File: config.mk
export PLATFORM = sky130hd
export DESIGN_NAME = addsub_flag_unit
export DESIGN_NICKNAME = d
export VERILOG_FILES = /design/src/rtl/addsub_pkg.sv /design/src/rtl/addsub_ctrl.sv /design/src/rtl/addsub_dp.sv /design/src/rtl/addsub_flag_unit.sv
export SDC_FILE = /design/constraint.sdc
export NUM_CORES = 1
export LEC_CHECK = 0
export BUFFER_PORTS_ARGS = -buffer_cell sky130_fd_sc_hd__buf_2
export CORE_AREA = 2 2 85 66
export DETAILED_ROUTE_END_ITERATION = 7
export DIE_AREA = 0 0 87 68
export GPL_ROUTABILITY_DRIVEN = 0
export PLACE_DENSITY = 0.64
export SYNTH_ARGS = -nofsm -noshare
export SYNTH_HDL_FRONTEND = slang
export SYNTH_SLANG_ARGS = --single-unit
File: constraint.sdc
create_clock -name vclk -period 5.48
set_input_delay 0.822 -clock vclk [all_inputs]
set_output_delay 0.822 -clock vclk [all_outputs]
set_load 0.01 [all_outputs]
File: src/rtl/addsub_pkg.sv
package addsub_pkg;
  typedef enum logic [1:0] {
    OP_ADD = 2'b00,
    OP_SUB = 2'b01,
    OP_CMP = 2'b10,
    OP_NONE = 2'b11
  } arithOp_e;

  typedef struct packed {
    logic doSub;
    logic wrEn;
    logic flagEn;
  } arithCtrl_t;
endpackage

File: src/rtl/addsub_ctrl.sv
module addsub_ctrl
  import addsub_pkg::*;
(
  input  logic [1:0] opSel,
  output arithCtrl_t ctrl
);
  arithOp_e opCode;
  assign opCode = arithOp_e'(opSel);

  always_comb begin
    ctrl = '0;
    unique case (opCode)
      OP_ADD: begin ctrl.wrEn = 1'b1; ctrl.flagEn = 1'b1; end
      OP_SUB: begin ctrl.doSub = 1'b1; ctrl.wrEn = 1'b1; ctrl.flagEn = 1'b1; end
      OP_CMP: begin ctrl.doSub = 1'b1; ctrl.flagEn = 1'b1; end
      default: ctrl = '0;
    endcase
  end
endmodule

File: src/rtl/addsub_dp.sv
module addsub_dp
  import addsub_pkg::*;
#(
  parameter int DATA_W = 16,
  parameter int BYTE_W = 8
) (
  input  arithCtrl_t        ctrl,
  input  logic              wordMode,
  input  logic [DATA_W-1:0] dstVal,
  input  logic [DATA_W-1:0] srcVal,
  output logic [DATA_W-1:0] result,
  output logic              zeroFlag,
  output logic              signFlag,
  output logic              carryFlag,
  output logic              ovfFlag
);
  localparam int NUM_LANES = 2;

  logic [DATA_W-1:0] bOp;
  logic [DATA_W-1:0] laneRes  [NUM_LANES];
  logic              laneCout [NUM_LANES];
  logic              laneOvf  [NUM_LANES];
  logic              laneSign [NUM_LANES];

  assign bOp = ctrl.doSub ? ~srcVal : srcVal;

  for (genvar g = 0; g < NUM_LANES; g++) begin : g_lane
    localparam int W = (g == 0) ? BYTE_W : DATA_W;
    logic [W:0] sumExt;
    assign sumExt = {1'b0, dstVal[W-1:0]} + {1'b0, bOp[W-1:0]}
                  + {{W{1'b0}}, ctrl.doSub};
    assign laneRes[g]  = DATA_W'(sumExt[W-1:0]);
    assign laneCout[g] = sumExt[W];
    assign laneSign[g] = sumExt[W-1];
    assign laneOvf[g]  = (dstVal[W-1] == bOp[W-1]) && (sumExt[W-1] != dstVal[W-1]);
  end

  logic laneSel;
  assign laneSel = wordMode;

  always_comb begin
    result    = '0;
    zeroFlag  = 1'b0;
    signFlag  = 1'b0;
    carryFlag = 1'b0;
    ovfFlag   = 1'b0;
    if (ctrl.flagEn) begin
      result    = laneSel ? laneRes[1] : laneRes[0];
      signFlag  = laneSel ? laneSign[1] : laneSign[0];
      ovfFlag   = laneSel ? laneOvf[1] : laneOvf[0];
      carryFlag = (laneSel ? laneCout[1] : laneCout[0]) ^ ctrl.doSub;
      zeroFlag  = (result == '0);
    end
  end

  always_comb begin
    if (!wordMode) begin
      p_upper_zero_r9: assert (result[DATA_W-1:BYTE_W] == '0)
        else $error("R9 upper result byte not zero in byte mode");
    end
  end
endmodule

File: src/rtl/addsub_flag_unit.sv
module addsub_flag_unit
  import addsub_pkg::*;
#(
  parameter int DATA_W = 16,
  parameter int BYTE_W = 8
) (
  input  logic [1:0]        opSel,
  input  logic              wordMode,
  input  logic [DATA_W-1:0] dstVal,
  input  logic [DATA_W-1:0] srcVal,
  output logic [DATA_W-1:0] result,
  output logic              dstWrEn,
  output logic              zeroFlag,
  output logic              signFlag,
  output logic              carryFlag,
  output logic              ovfFlag
);
  arithCtrl_t ctrl;

  addsub_ctrl u_ctrl (
    .opSel (opSel),
    .ctrl  (ctrl)
  );

  addsub_dp #(.DATA_W(DATA_W), .BYTE_W(BYTE_W)) u_dp (
    .ctrl      (ctrl),
    .wordMode  (wordMode),
    .dstVal    (dstVal),
    .srcVal    (srcVal),
    .result    (result),
    .zeroFlag  (zeroFlag),
    .signFlag  (signFlag),
    .carryFlag (carryFlag),
    .ovfFlag   (ovfFlag)
  );

  assign dstWrEn = ctrl.wrEn;

  logic [DATA_W-1:0] dstMask, srcMask;
  logic              msbView;
  assign dstMask = wordMode ? dstVal : {{(DATA_W-BYTE_W){1'b0}}, dstVal[BYTE_W-1:0]};
  assign srcMask = wordMode ? srcVal : {{(DATA_W-BYTE_W){1'b0}}, srcVal[BYTE_W-1:0]};
  assign msbView = wordMode ? result[DATA_W-1] : result[BYTE_W-1];

  always_comb begin
    if (opSel == 2'b10) begin
      p_cmp_nowrite_r3: assert (!dstWrEn) else $error("R3 compare wrote destination");
    end
    if (opSel == 2'b11) begin
      p_idle_quiet_r10: assert (!dstWrEn && !zeroFlag && !signFlag && !carryFlag && !ovfFlag
                                && result == '0)
        else $error("R10 reserved code produced activity");
    end else begin
      p_zero_match_r4: assert (zeroFlag == (result == '0)) else $error("R4 zero flag mismatch");
      p_sign_match_r5: assert (signFlag == msbView) else $error("R5 sign flag mismatch");
    end
    if (opSel == 2'b01 || opSel == 2'b10) begin
      p_borrow_r7: assert (carryFlag == (srcMask > dstMask)) else $error("R7 borrow mismatch");
    end
  end
endmodule

# --- Yosys cells after proc, flatten, opt, wreduce, memory -nomap -nowiden ---
# Cells that the tools add are included.
# W data, S select, Z words.
op_classes:
  n_addsub: 4
  multipliers: 0
  n_div: 0
  magnitude_cmp: 0
  eq_ne: 6
  shift: 0
  n_mux: 13
  bitwise_logic: 2
  reduce_logical: 7
ops:
  columns: ["cell", "n"]
  rows:
  - ["$mux W16", 3]
  - ["$add A16 B16 Y17", 1]
  - ["$add A17 B1 Y17", 1]
  - ["$logic_not A16 Y1", 1]
  - ["$not A16 Y16", 1]
  - ["$mux W1", 10]
  - ["$add A8 B8 Y9", 1]
  - ["$add A9 B1 Y9", 1]
  - ["$reduce_or A2 Y1", 2]
  - ["$reduce_or A3 Y1", 1]
  - ["$eq A1 B1 Y1", 2]
  - ["$eq A2 B1 Y1 const B", 1]
  - ["$eq A2 B2 Y1 const B", 1]
  - ["$logic_and A1 B1 Y1", 2]
  - ["$logic_not A2 Y1", 1]
  - ["$ne A1 B1 Y1", 2]
  - ["$xor A1 B1 Y1", 1]
totals:
  reg_bits: 0
  latchBits: 0
  mem_bits_rw: 0
  rom_bits: 0
  inputBits: 35
  out_inout_bits: 21
  memories: 0

# --- Longest topological paths before layout ---
depth:
  ltp_word: 10
  ltp_mapped: 13
  mapped_depth_nobuf: 12

# --- By module ---
# Synthesis repeated with hierarchy kept, for this count alone.
hier_totals:
  hier_cells: 183
  area_unflattened_um2: 1417.6
modules_own_cells:
  columns: ["module", "instances", "cells_each", "area_each_um2", "seq_area_each_um2"]
  rows:
  - ["addsub_dp", 1, 176, 1362.6, 0.0]
  - ["addsub_ctrl", 1, 7, 55.1, 0.0]

# --- Least setup slack after synthesis ---
# OpenSTA, ideal clock, no wires.
synth_timing:
  path_type: "input -> output"
  start: "input port opSel[1]"
  end: "output port zeroFlag"
  arrival_ps: 4083
  path_slack_ps: 575
  path_stages: 13
  path_buffers: 2
  cell_sequence: "inv_1 ha_1 buf_2 buf_1 xor2_1 ha_1 a211oi_2 o21ai_2 o2111a_1 a2111oi_4 xnor2_1 or4b_1 a211oi_2"
synth_via:
  elab_chain_cells: 9
  word_cells_on_any_way: 15
synth_rtl:
  columns: ["element", "line", "rtl"]
  rows:
  - ["start: declaration", "addsub_flag_unit.sv:7", "input logic [1:0] opSel,"]
  - ["$eq A2 B2 Y1 or $eq A2 B1 Y1 (tied branches)", "addsub_ctrl.sv:12", "unique case (opCode)"]
  - ["$reduce_or A2 Y1 (no line)", null, null]
  - ["$mux W1", "addsub_ctrl.sv:12", null]
  - ["$mux W16", "addsub_dp.sv:25", "assign bOp = ctrl.doSub ? ~srcVal : srcVal;"]
  - ["$add A16 B16 Y17 or $add A8 B8 Y9 (tied branches)", "addsub_dp.sv:30", "assign sumExt = {1'b0, dstVal[W-1:0]} + {1'b0, bOp[W-1:0]}"]
  - ["$add A17 B1 Y17 or $add A9 B1 Y9 (tied branches)", "addsub_dp.sv:31", "+ {{W{1'b0}}, ctrl.doSub};"]
  - ["$mux W16", "addsub_dp.sv:48", "result = laneSel ? laneRes[1] : laneRes[0];"]
  - ["$logic_not A16 Y1", "addsub_dp.sv:52", "zeroFlag = (result == '0);"]
  - ["$mux W1 *", "addsub_dp.sv:47", "if (ctrl.flagEn) begin"]
  - ["end: declaration", "addsub_flag_unit.sv:13", "output logic zeroFlag,"]
# Every way passes the cells marked *; elsewhere a longest branch is shown, timed or not.

# --- Final worst setup path ---
layout_timing:
  start: "input port opSel[0]"
  end: "output port zeroFlag"
# The elaborated chain is that of the path after synthesis.

==> impl_metrics.ini <==
[layout]
final_common_cell = sky130_fd_sc_hd__buf_2
n_fill_cell = 563
final.clkbuf_count = 0
synthToLayoutAreaGrowth_pct = 20.6
leading_cell_types_in_the_layout_fill_and_taps_excluded = sky130_fd_sc_hd__buf_2 (56), sky130_fd_sc_hd__nor2_1 (22), sky130_fd_sc_hd__ha_1 (21)
layout-drive-gt1-share = 0.277
nFlopsAndLatches = 0
register_area_um2 = 0
design.final.nets = 312
fin_util = 0.348
multi_input_area_um2 = 1400
n_antenna_cell = 0

[critical_path]
critical-path-top-delay-family = compound AO/OA/AOI/OAI gates
timing.critical_path.buf_inv = 4
critPathKind = in2out
worst_ep_required_time_ps = 4660
worst-endpoint-arrival_ps = 4420
path_cells = buf_2 > inv_1 > ha_1 > mux2i_2 > inv_1 > fa_1 > a211oi_2 > o21ai_2 > o2111a_1 > a2111oi_4 > xnor2_1 > or4b_1 > a211oi_2 > buf_2
worst_setup_path_start_kind = primary input
endpoint_kind = primary output
crit_path_top_delay_cell = sky130_fd_sc_hd__or4b_1
critPathMaxStageDelay_ps = 550
crit_path_max_fanout = 10

[route]
vias = 1663
route.final.wire_length_um = 4320
detail_route.wl_per_cell_um = 13.7
dr.pass1.iters = 4
drt.antenna.violating_nets = 0
drt_drc_violations_left = 0
route.detailed.vias_per_inst = 5.28
drt_iter0_drc = 104

[floorplanning]
floorplan.die.height_um = 68
fp.dieW_um = 87
floorplan.initialDensity = 0.289
placeableCoreArea_um2 = 5150
rows = 23
floorplan.die_area_um2 = 5920
num_io_pins = 56

[global_route]
grt_max_degree = 19
grt_first_pass_wirelength_um = 7050
antenna_found_initial = 0
grtUsageTotal = 0.144
via_count_of_the_first_global_routing_pass = 1484
grt-ovfl-total = 0

[yosys]
muxShareOfSynthArea = 0.0286
number_of_warnings_reported_in_the_yosys_synthesis_log = 0
synth_fa_ha_area_frac = 0.190
main_combinational_cell_family_by_area_after_synthesis = compound AO/OA/AOI/OAI gates
post_synth_num_cell_types = 52
xor_xnor_share_of_the_synthesized_area = 0.153
syn_inst = 203
netlist_top_cells_area = sky130_fd_sc_hd__ha_1 (18%), sky130_fd_sc_hd__xor2_1 (11%), sky130_fd_sc_hd__nor2_1 (5.6%), sky130_fd_sc_hd__a21oi_1 (5.0%), sky130_fd_sc_hd__xnor2_1 (4.7%)
synth_top_cell_by_area = sky130_fd_sc_hd__ha_1
ys_seq_area_frac = 0
syn-mean-instance-area_um2 = 7.33
mappedNetlistArea_um2 = 1490
synthesis.nets = 260
synth_compound_gate_area_share = 0.300
post_synth_and_or_nand_nor_area_fraction = 0.263
yosysTopAreaCellShare = 0.177

[power_and_ir_drop]
power_per_cell_area_nw_per_um2 = 218
vdd_drop_max_v = 0.0000632
cellLeakagePower_nw = 0.912

[timing]
period_needed_ps = 5240
hold_viol_final = 0
worst_pin_slew_ps = 573
number_of_slew_limit_violations_in_the_final_report = 0
fin_crit_sh = 0.957
grt_setup_unrepaired = false
clock.fmax_mhz = 191
report.final.setup_viol = 0
max-slew-margin-rel = 0.618
tns_ps = 0

[placed_design]
half_perimeter_wire_length_after_detailed_placement_um = 3620
buffer_ports.inserted = 56

[outcome]
status = finished clean

[cts]
cts_setup_buffers = 0
post_cts_hold_buffer_count = 0

[flow_run]
max-cap-violations = 0

[worst_hold_path]
hold_path.class = in2out
==> final timing paths <==
check / start / end / slack (ps) / cells after the start
max: opSel[0] / zeroFlag / 240 / 14
min: dstVal[0] / result[0] / 2050 / 4
==> final cells by class <==
type	instances	area share
Multi-Input combinational cell	187	0.778
Timing Repair Buffer	57	0.160
Tap cell	62	0.0432
Inverter	9	0.0188
==> Yosys cell counts (4+ instances only) <==
| library cell | instances |
|---|---|
| sky130_fd_sc_hd__a21o_1 | 6 |
| sky130_fd_sc_hd__a21oi_1 | 15 |
| sky130_fd_sc_hd__a31oi_1 | 6 |
| sky130_fd_sc_hd__and3_1 | 5 |
| sky130_fd_sc_hd__ha_1 | 21 |
| sky130_fd_sc_hd__inv_1 | 9 |
| sky130_fd_sc_hd__nand2_1 | 12 |
| sky130_fd_sc_hd__nand3_1 | 4 |
| sky130_fd_sc_hd__nor2_1 | 22 |
| sky130_fd_sc_hd__nor2b_1 | 5 |
| sky130_fd_sc_hd__nor3_1 | 5 |
| sky130_fd_sc_hd__nor3b_1 | 4 |
| sky130_fd_sc_hd__o21ai_0 | 5 |
| sky130_fd_sc_hd__xnor2_1 | 8 |
| sky130_fd_sc_hd__xor2_1 | 18 |
==> metrics by stage <==
stage | cells | area (um2) | setup slack (ps) | power (mW) | hold WS, ps
after CTS | 315 | 1790 | 215 | 0.388 | 2040
after detailed placement | 315 | 1790 | 223 | 0.385 | 2040
after global routing | 315 | 1790 | 31.1 | 0.437 | 2120
final | 315 | 1790 | 236 | 0.391 | 2050
after floorplan | 203 | 1490 | 575 | 0.287 | 1820
after global placement | 315 | 1790 | 374 | 0.381 | 2030
==> what timing repair did <==
| item | 4_1_cts | 5_1_grt |
|---|---|---|
| hold endpoints to repair | 0 | 0 |
| resized for setup | 0 | 1 |
| setup endpoints to repair | 0 | 1 |
==> routing by layer <==
metal	track usage	vias to the layer above	wire, um
met3	0.0121	0	247
met2	0.232	43	1900
met4	0.00586	0	0
li1	-	855	-
met5	0	-	0
met1	0.219	765	2180
==> logic make-up (layout without fill, tap and decap cells) <==
kind of cell	Yosys count	count (layout)
simple gates	74	74
compound gates	61	61
xor+xnor	26	26
fa+ha+maj	22	22
buf+inv	16	66
mux	4	4
==> report_power, final <==
| group | switching (mW) | internal (mW) | total (mW) |
|---|---|---|---|
| combinational | 0.223 | 0.167 | 0.391 |
| clock | 0 | 0 | 0 |
| sequential | 0 | 0 | 0 |
| total | 0.223 | 0.167 | 0.391 |
(Power assumes the default switching activity.)
